`config.mk`:
```
export PLATFORM = sky130hd
export DESIGN_NAME = seg_addr_gen
export DESIGN_NICKNAME = d
export VERILOG_FILES = /design/src/rtl/seg_addr_pkg.sv /design/src/rtl/seg_regfile.sv /design/src/rtl/seg_selector.sv /design/src/rtl/seg_addr_adder.sv /design/src/rtl/seg_addr_gen.sv
export SDC_FILE = /design/constraint.sdc
export NUM_CORES = 1
export LEC_CHECK = 0
export ABC_CLOCK_PERIOD_IN_PS = 6600
export BUFFER_PORTS_ARGS = -buffer_cell sky130_fd_sc_hd__buf_2
export CAP_MARGIN = 40
export CORE_MARGIN = 5
export CORE_UTILIZATION = 45
export DETAILED_ROUTE_END_ITERATION = 6
export PLACE_DENSITY = 0.66
export RECOVER_POWER = 100
export SLEW_MARGIN = 20
export SYNTH_ARGS = -nofsm -noshare
export SYNTH_HDL_FRONTEND = slang
export SYNTH_SLANG_ARGS = --single-unit
```
`constraint.sdc`:
```
create_clock -name clk -period 6.6 [get_ports clk]
set_input_delay 0.66 -clock clk [delete_from_list [all_inputs] [get_ports clk]]
set_output_delay 0.66 -clock clk [all_outputs]
set_load 0.1 [all_outputs]
```
`src/rtl/seg_addr_pkg.sv`:
```
package seg_addr_pkg;

    localparam int NUM_SEG   = 4;
    localparam int SEG_ID_W  = $clog2(NUM_SEG);
    localparam int BASE_W    = 3;
    localparam int KIND_W    = 2;

    typedef enum logic [SEG_ID_W-1:0] {
        SEG_CODE  = 2'd0,
        SEG_STACK = 2'd1,
        SEG_DATA  = 2'd2,
        SEG_EXTRA = 2'd3
    } seg_id_e;

    typedef enum logic [BASE_W-1:0] {
        BASE_DIRECT = 3'd0,
        BASE_BX     = 3'd1,
        BASE_SI     = 3'd2,
        BASE_DI     = 3'd3,
        BASE_SP     = 3'd4,
        BASE_BP     = 3'd5,
        BASE_BP_BX  = 3'd6,
        BASE_RSVD   = 3'd7
    } base_e;

    typedef enum logic [KIND_W-1:0] {
        KIND_DATA   = 2'd0,
        KIND_FETCH  = 2'd1,
        KIND_STRDST = 2'd2,
        KIND_DATA2  = 2'd3
    } kind_e;

endpackage

```
`src/rtl/seg_regfile.sv`:
```
module seg_regfile
    import seg_addr_pkg::*;
#(
    parameter int SEG_W = 16
) (
    input  logic                              clk,
    input  logic                              rst,
    input  logic                              wr_en,
    input  logic [SEG_ID_W-1:0]               wr_sel,
    input  logic [SEG_W-1:0]                  wr_data,
    output logic [NUM_SEG-1:0][SEG_W-1:0]     seg_o
);

    typedef struct packed {
        logic [NUM_SEG-1:0][SEG_W-1:0] seg;
    } rf_state_t;

    rf_state_t state_d, state_q;

    always_comb begin
        state_d = state_q;
        for (int i = 0; i < NUM_SEG; i++) begin
            if (wr_en && (wr_sel == SEG_ID_W'(i))) begin
                state_d.seg[i] = wr_data;
            end
        end
    end

    always_ff @(posedge clk) begin
        if (rst) begin
            state_q <= '0;
        end else begin
            state_q <= state_d;
        end
    end

    assign seg_o = state_q.seg;

    AST_SEG_WRITE_LANDS: assert property (@(posedge clk) disable iff (rst)
        wr_en |=> seg_o[$past(wr_sel)] == $past(wr_data));

    for (genvar g = 0; g < NUM_SEG; g++) begin : g_hold
        AST_SEG_HOLD: assert property (@(posedge clk) disable iff (rst)
            !(wr_en && wr_sel == SEG_ID_W'(g)) |=> $stable(seg_o[g]));
    end

endmodule

```
`src/rtl/seg_selector.sv`:
```
module seg_selector
    import seg_addr_pkg::*;
#(
    parameter int SEG_W = 16
) (
    input  logic [NUM_SEG-1:0][SEG_W-1:0] segs_i,
    input  logic [BASE_W-1:0]             base_i,
    input  logic [KIND_W-1:0]             kind_i,
    input  logic                          ovr_en_i,
    input  logic [SEG_ID_W-1:0]           ovr_seg_i,
    output logic [SEG_W-1:0]              seg_val_o
);

    seg_id_e pick;

    always_comb begin
        if (kind_i == KIND_FETCH) begin
            pick = SEG_CODE;
        end else if (kind_i == KIND_STRDST) begin
            pick = SEG_EXTRA;
        end else if (ovr_en_i) begin
            pick = seg_id_e'(ovr_seg_i);
        end else begin
            case (base_i)
                BASE_SP, BASE_BP, BASE_BP_BX: pick = SEG_STACK;
                default:                      pick = SEG_DATA;
            endcase
        end
    end

    assign seg_val_o = segs_i[pick];

endmodule

```
`src/rtl/seg_addr_adder.sv`:
```
module seg_addr_adder #(
    parameter int SEG_W  = 16,
    parameter int OFF_W  = 16,
    parameter int SHIFT  = 4,
    parameter int ADDR_W = SEG_W + SHIFT
) (
    input  logic [SEG_W-1:0]  seg_i,
    input  logic [OFF_W-1:0]  off_i,
    output logic [ADDR_W-1:0] addr_o
);

    localparam int SUM_W = ADDR_W + 1;

    logic [SUM_W-1:0] base_ext;
    logic [SUM_W-1:0] off_ext;
    logic [SUM_W-1:0] sum_full;

    assign base_ext = SUM_W'({seg_i, {SHIFT{1'b0}}});
    assign off_ext  = SUM_W'(off_i);
    assign sum_full = base_ext + off_ext;
    assign addr_o   = sum_full[ADDR_W-1:0];

endmodule

```
`src/rtl/seg_addr_gen.sv`:
```
module seg_addr_gen
    import seg_addr_pkg::*;
#(
    parameter int SEG_W = 16,
    parameter int OFF_W = 16,
    parameter int SHIFT = 4,
    localparam int ADDR_W = SEG_W + SHIFT
) (
    input  logic                 clk,
    input  logic                 rst,
    input  logic                 seg_wr_en,
    input  logic [1:0]           seg_wr_sel,
    input  logic [SEG_W-1:0]     seg_wr_data,
    input  logic                 req_valid,
    input  logic [OFF_W-1:0]     req_offset,
    input  logic [2:0]           req_base,
    input  logic [1:0]           req_kind,
    input  logic                 req_ovr_en,
    input  logic [1:0]           req_ovr_seg,
    output logic                 phys_valid,
    output logic [ADDR_W-1:0]    phys_addr
);

    typedef struct packed {
        logic              valid;
        logic [ADDR_W-1:0] addr;
    } out_state_t;

    out_state_t out_d, out_q;

    logic [NUM_SEG-1:0][SEG_W-1:0] seg_vals;
    logic [SEG_W-1:0]              seg_pick;
    logic [ADDR_W-1:0]             addr_sum;

    seg_regfile #(.SEG_W(SEG_W)) u_regs (
        .clk     (clk),
        .rst     (rst),
        .wr_en   (seg_wr_en),
        .wr_sel  (seg_wr_sel),
        .wr_data (seg_wr_data),
        .seg_o   (seg_vals)
    );

    seg_selector #(.SEG_W(SEG_W)) u_sel (
        .segs_i    (seg_vals),
        .base_i    (req_base),
        .kind_i    (req_kind),
        .ovr_en_i  (req_ovr_en),
        .ovr_seg_i (req_ovr_seg),
        .seg_val_o (seg_pick)
    );

    seg_addr_adder #(
        .SEG_W  (SEG_W),
        .OFF_W  (OFF_W),
        .SHIFT  (SHIFT),
        .ADDR_W (ADDR_W)
    ) u_add (
        .seg_i  (seg_pick),
        .off_i  (req_offset),
        .addr_o (addr_sum)
    );

    always_comb begin
        out_d       = out_q;
        out_d.valid = req_valid;
        if (req_valid) begin
            out_d.addr = addr_sum;
        end
    end

    always_ff @(posedge clk) begin
        if (rst) begin
            out_q <= '0;
        end else begin
            out_q <= out_d;
        end
    end

    assign phys_valid = out_q.valid;
    assign phys_addr  = out_q.addr;

    function automatic logic [ADDR_W-1:0] expect_addr(input logic [SEG_W-1:0] s,
                                                      input logic [OFF_W-1:0] o);
        return {s, {SHIFT{1'b0}}} + ADDR_W'(o);
    endfunction

    AST_VALID_FOLLOWS: assert property (@(posedge clk) disable iff (rst)
        req_valid |=> phys_valid);
    AST_IDLE_NO_VALID: assert property (@(posedge clk) disable iff (rst)
        !req_valid |=> !phys_valid);
    AST_ADDR_HOLD: assert property (@(posedge clk) disable iff (rst)
        !req_valid |=> $stable(phys_addr));
    AST_FETCH_CODE: assert property (@(posedge clk) disable iff (rst)
        (req_valid && req_kind == KIND_FETCH) |=>
            phys_addr == expect_addr($past(seg_vals[SEG_CODE]), $past(req_offset)));
    AST_STRDST_EXTRA: assert property (@(posedge clk) disable iff (rst)
        (req_valid && req_kind == KIND_STRDST) |=>
            phys_addr == expect_addr($past(seg_vals[SEG_EXTRA]), $past(req_offset)));
    AST_OVR_DATA: assert property (@(posedge clk) disable iff (rst)
        (req_valid && req_ovr_en && (req_kind == KIND_DATA || req_kind == KIND_DATA2)) |=>
            phys_addr == expect_addr($past(seg_vals[req_ovr_seg]), $past(req_offset)));

endmodule

```
Yosys cells after proc, flatten, opt, wreduce, memory -nomap -nowiden
Cells that the tools add are included.
Cells by class
  equal/unequal tests: 8
  shift operators: 0
  reduce and logical (&&, ||, !) cells: 6
  multipliers: 0
  bitwise operators: 0
  order comparisons: 1
  add/sub/neg operators: 1
  mux-type cells: 6
  divide/modulo/power cells: 0
Operators with widths (count)
  binary-select mux 16 bit (select 2 bit): 1
  adder 20 x 16 -> 20 bit: 1
  two-way mux 16 bit: 1
  == test 3 bit (second input constant): 3
  two-way mux 2 bit: 4
  == test 2 bit (second input constant): 3
  == test 2 x 1 -> 1 bit (second input constant): 2
  logical AND 1 bit: 4
  less-than comparator 2 x 3 -> 1 bit (second input constant): 1
  OR reduction 3 bit: 1
  zero test 2 bit: 1
Word-level totals
  output and inout port bits: 21
  flip-flop bits (word level): 85
  memory bits (read-only): 0
  word-level logic and storage cells: 28
  memories: 0
  latch bits: 0
  memory bits (writable): 0
  input bits: 46

Depth between registers and ports, before layout
  depth in word-level cells: 9
  depth in mapped cells: 14
  depth with buffers taken out: 13

By module
Synthesis repeated with hierarchy kept, for this count alone.
Unflattened totals
  cells, all modules: 465
  area, all modules: 4740.8 um2
Modules (own cells, without submodules)
  seg_regfile: cells an instance 229, times used 1, area an instance 2549.9 um2
  seg_addr_adder: cells an instance 108, times used 1, area an instance 820.8 um2
  seg_addr_gen: cells an instance 67, times used 1, area an instance 760.7 um2
  seg_selector: cells an instance 61, times used 1, area an instance 609.3 um2

Least setup slack after synthesis
OpenSTA, ideal clock, no wires.
  kind: input -> register
  from: in req_kind[1]
  to: reg out_q (netlist bit phys_addr[18])
  required time: 6.458 ns
  buffers on the path: 1
  library setup time: 0.142 ns
  slack: 2.839 ns
  stages on the path: 14
  arrival: 3.619 ns
  cells stage by stage: nor2b_2 -> a21oi_1 -> a21boi_4 -> buf_2 -> mux4_2 -> ha_1 -> fa_1 -> a211oi_1 -> o21ai_1 -> a31oi_1 -> a21oi_1 -> nand3_1 -> xor2_1 -> a211oi_2
On the way
  cells in the longest elaborated chain, start to end: 6
  elaborated cells between the ends (all ways): 7
  those cells by class: add/sub (1); eq/ne (2); mux (4)
Ends and longest elaborated chain
  from (decl): line seg_addr_gen.sv:17  | input logic [1:0] req_kind,
  == test 2 bit: line seg_selector.sv:19  | end else if (kind_i == KIND_STRDST) begin
  two-way mux 2 bit: line seg_selector.sv:19
  two-way mux 2 bit *: line seg_selector.sv:17  | if (kind_i == KIND_FETCH) begin
  binary-select mux 16 bit (select 2 bit) *: line seg_selector.sv:31  | assign seg_val_o = segs_i[pick];
  two-way mux 16 bit (implied by the code) *: line seg_selector.sv:31
  adder 20 x 16 -> 20 bit *: line seg_addr_adder.sv:20  | assign sum_full = base_ext + off_ext;
  to (signal assigned): line seg_addr_gen.sv:76  | out_q <= out_d;
  to (decl): line seg_addr_gen.sv:29  | out_state_t out_d, out_q;
Every way passes the cells marked *; elsewhere a longest branch is shown, timed or not. The select of a mux whose other input is x is not followed.
A chain may end at the register's enable or synchronous reset.

Worst setup path in the final report
  from: in req_kind[0]
  to: reg out_q (netlist bit phys_addr[16])
Same word-level chain as after synthesis.

==> impl_metrics.ini <==
[sta]
setup_ws_ns = 2.53
finalHoldViolCount = 0
finalSetupTns_ns = 0
finalCritPeriodShare_pct = 61.6
relSlewSlack_pct = -70.2
slew_violations = 59
rsz0062_at_grt = false
tightest_slew_ns = 2.55
fin_skew_ns = 0.00480
setup_violations = 0
period_needed_ns = 4.07
fmax_mhz = 246

[clock_network]
tritoncts = yes
cts_buffers = 9
cts_resized = 0
cts.sinks = 85
holdBufCountCts = 0
clk_pin_slew_ns = 0.08
postCtsSetupBuffers = 0
cts_buffer_depth = 2
htreeDepth = 3
cts_root_buf = clkbuf_8
clk-insertion-delay-late_ns = 0.36

[synthesis]
synthFlopType = dfxtp_1
synth-seq-cells = 85
synth_cell_types = 41
synth_edf_count = 0
ys_top_cells_by_area = dfxtp_1, nand2_1, a21oi_1
synth_top_area_share_pct = 43.1
syn_nets = 510
yosysTopAreaCell = dfxtp_1
ys_seq_area_share_pct = 43.1
synth_cells = 450
syn_area_per_cell_um2 = 8.77
async_reset_ff_share_pct = 0
ys_warn_count = 0
netlist_area_um2 = 3950

[floorplanning]
fp.dieW_um = 104
coreArea_um2 = 8640
die_area_um2 = 10700
start_util_pct = 45.7
die_y_um = 104
io_pins = 67
rows = 34

[placed_design]
io_buffers = 66
place_congestion = 0.876
place_area_um2 = 4330
place_hpwl_um = 6370
place_ws_ns = 2.30

[global_routing]
antenna_found_initial = 0
gr-total-overflow = 0
grt_max_degree = 86
grt_pass1_vias = 3209
grt_usage_pct = 17.5
grt_first_pass_wirelength_um = 15500

[power_and_ir_drop]
leakage_uw = 0.00175
p_comb_share_pct = 18.9
clockPowerShare_pct = 35.1
ir_worst_vdd_mv = 0.130
p_sw_share_pct = 30.6
pwr-share-seq_pct = 46.0
p_per_area_nw_per_um2 = 262
internal-power_uw = 824
p_switching_uw = 363

[detailed_routing]
drtIter0Drc = 115
firstDrtPassIters = 4
post_drt_wl_per_cell_um = 15.6
drc = 0
routed-via-count = 3303
via_per_inst = 5.35
routed_wl_um = 9610
ant_nets = 0

[run_status]
violations = capacitance limit, slew limit
status = finished with violations

[critical_path]
required_ns = 6.75
critPathMaxFanout = 16
critPathKind = input pin to flip-flop
cp-end-kind = flip-flop
startpoint_type = input pin
cp.arrival_ns = 4.22

[min_path]
hp-class = flip-flop to flip-flop

[finish]
multi_input_area_um2 = 2140
fin_nets = 564
drive_gt1_share_pct = 16.1
regArea_um2 = 1700
fillers = 851
layout_common_cells = nand2_1, dfxtp_1, a21oi_1, buf_2
antenna_cells = 0
fin_util_pct = 52.4
fin_area_um2 = 4520
final_common_cell = nand2_1
area_growth_pct = 14.6

[run]
maxCapViolations = 1
==> state kept, by name, summed over array words and instances (netlist names) <==
register / flops
u_regs.seg_o: 64
phys_addr: 20
phys_valid: 1
==> power by group through the flow <==
stage | Combinational, uW | Clock, uW | Sequential, uW
6_report | 224 | 417 | 546
5_1_grt | 241 | 445 | 549
4_1_cts | 228 | 422 | 546
3_5_place_dp | 227 | 0 | 558
3_3_place_gp | 223 | 0 | 557
2_1_floorplan | 105 | 0 | 625
==> through the flow <==
stage               total power [uW]  instances  hold slack [ns]
finish                          1190        617            0.453
global route                    1230        617            0.472
CTS                             1200        616            0.455
detailed placement               785        600            0.443
global placement                 780        600            0.437
floorplan                        730        450            0.432
==> worst max-delay path: stages <==
cell	delay [ns]
buf_2	0.11
nor2b_1	0.24
a21oi_1	0.12
a21boi_4	0.64
mux4_2	0.60
ha_1	0.23
fa_1	0.43
a211oi_1	0.29
o21ai_0	0.20
a31oi_1	0.20
a21oi_1	0.12
xor2_1	0.18
mux2i_1	0.14
nor2_1	0.06
==> final cells by class <==
type / count / share of cell area [%]
clock buffer: 10 / 3.04
clock inverter: 6 / 1.91
multi-input combinational: 338 / 47.3
sequential: 85 / 37.6
tap: 108 / 2.99
timing repair buffer: 70 / 7.19
==> kinds of logic after synthesis <==
kind of cell,count (synthesis),share of synthesized area [%]
xor+xnor,13,2.89
flops,85,43.1
mux,31,13.0
compound gates,98,14.6
fa+ha+maj,14,4.63
buf+inv,27,2.63
simple gates,182,19.2
==> path summary, 6_finish.rpt <==
| path | slack (ns) | endpoint | depth (start not counted) | startpoint |
|---|---|---|---|---|
| min reg2reg | 0.45 | u_regs.seg_o[62] | 2 | u_regs.seg_o[62] |
| max reg2reg | 3.76 | phys_addr[16] | 10 | u_regs.seg_o[16] |
| max | 2.53 | phys_addr[16] | 14 | req_kind[0] |
| min | 0.45 | u_regs.seg_o[62] | 2 | u_regs.seg_o[62] |
==> cells in the mapped netlist (2+ instances only) <==
cell and instances:
nand2_1 135, clkbuf_1 24, mux2i_1 15, xor2_1 4
nor2_1 24, buf_2 2, nor3_1 3, dfxtp_1 85
a21oi_1 74, nor2b_1 2, a211oi_1 4, o21bai_1 2
nand2b_1 3, ha_1 13, a31oi_1 3, a211oi_2 2
mux4_2 15, o21ai_0 2, and3_1 2, xnor2_1 9
nand3_1 4, a21o_1 2, o21ai_1 3
==> per-layer routing <==
metal,vias to the layer above,track usage [%],wire [um]
met5,-,0,0
met4,0,5.25,112
met3,7,4.98,575
met2,95,28.9,4620
met1,1545,22.3,4310
li1,1656,-,-
No activity file was read; power rests on OpenSTA's default activity.
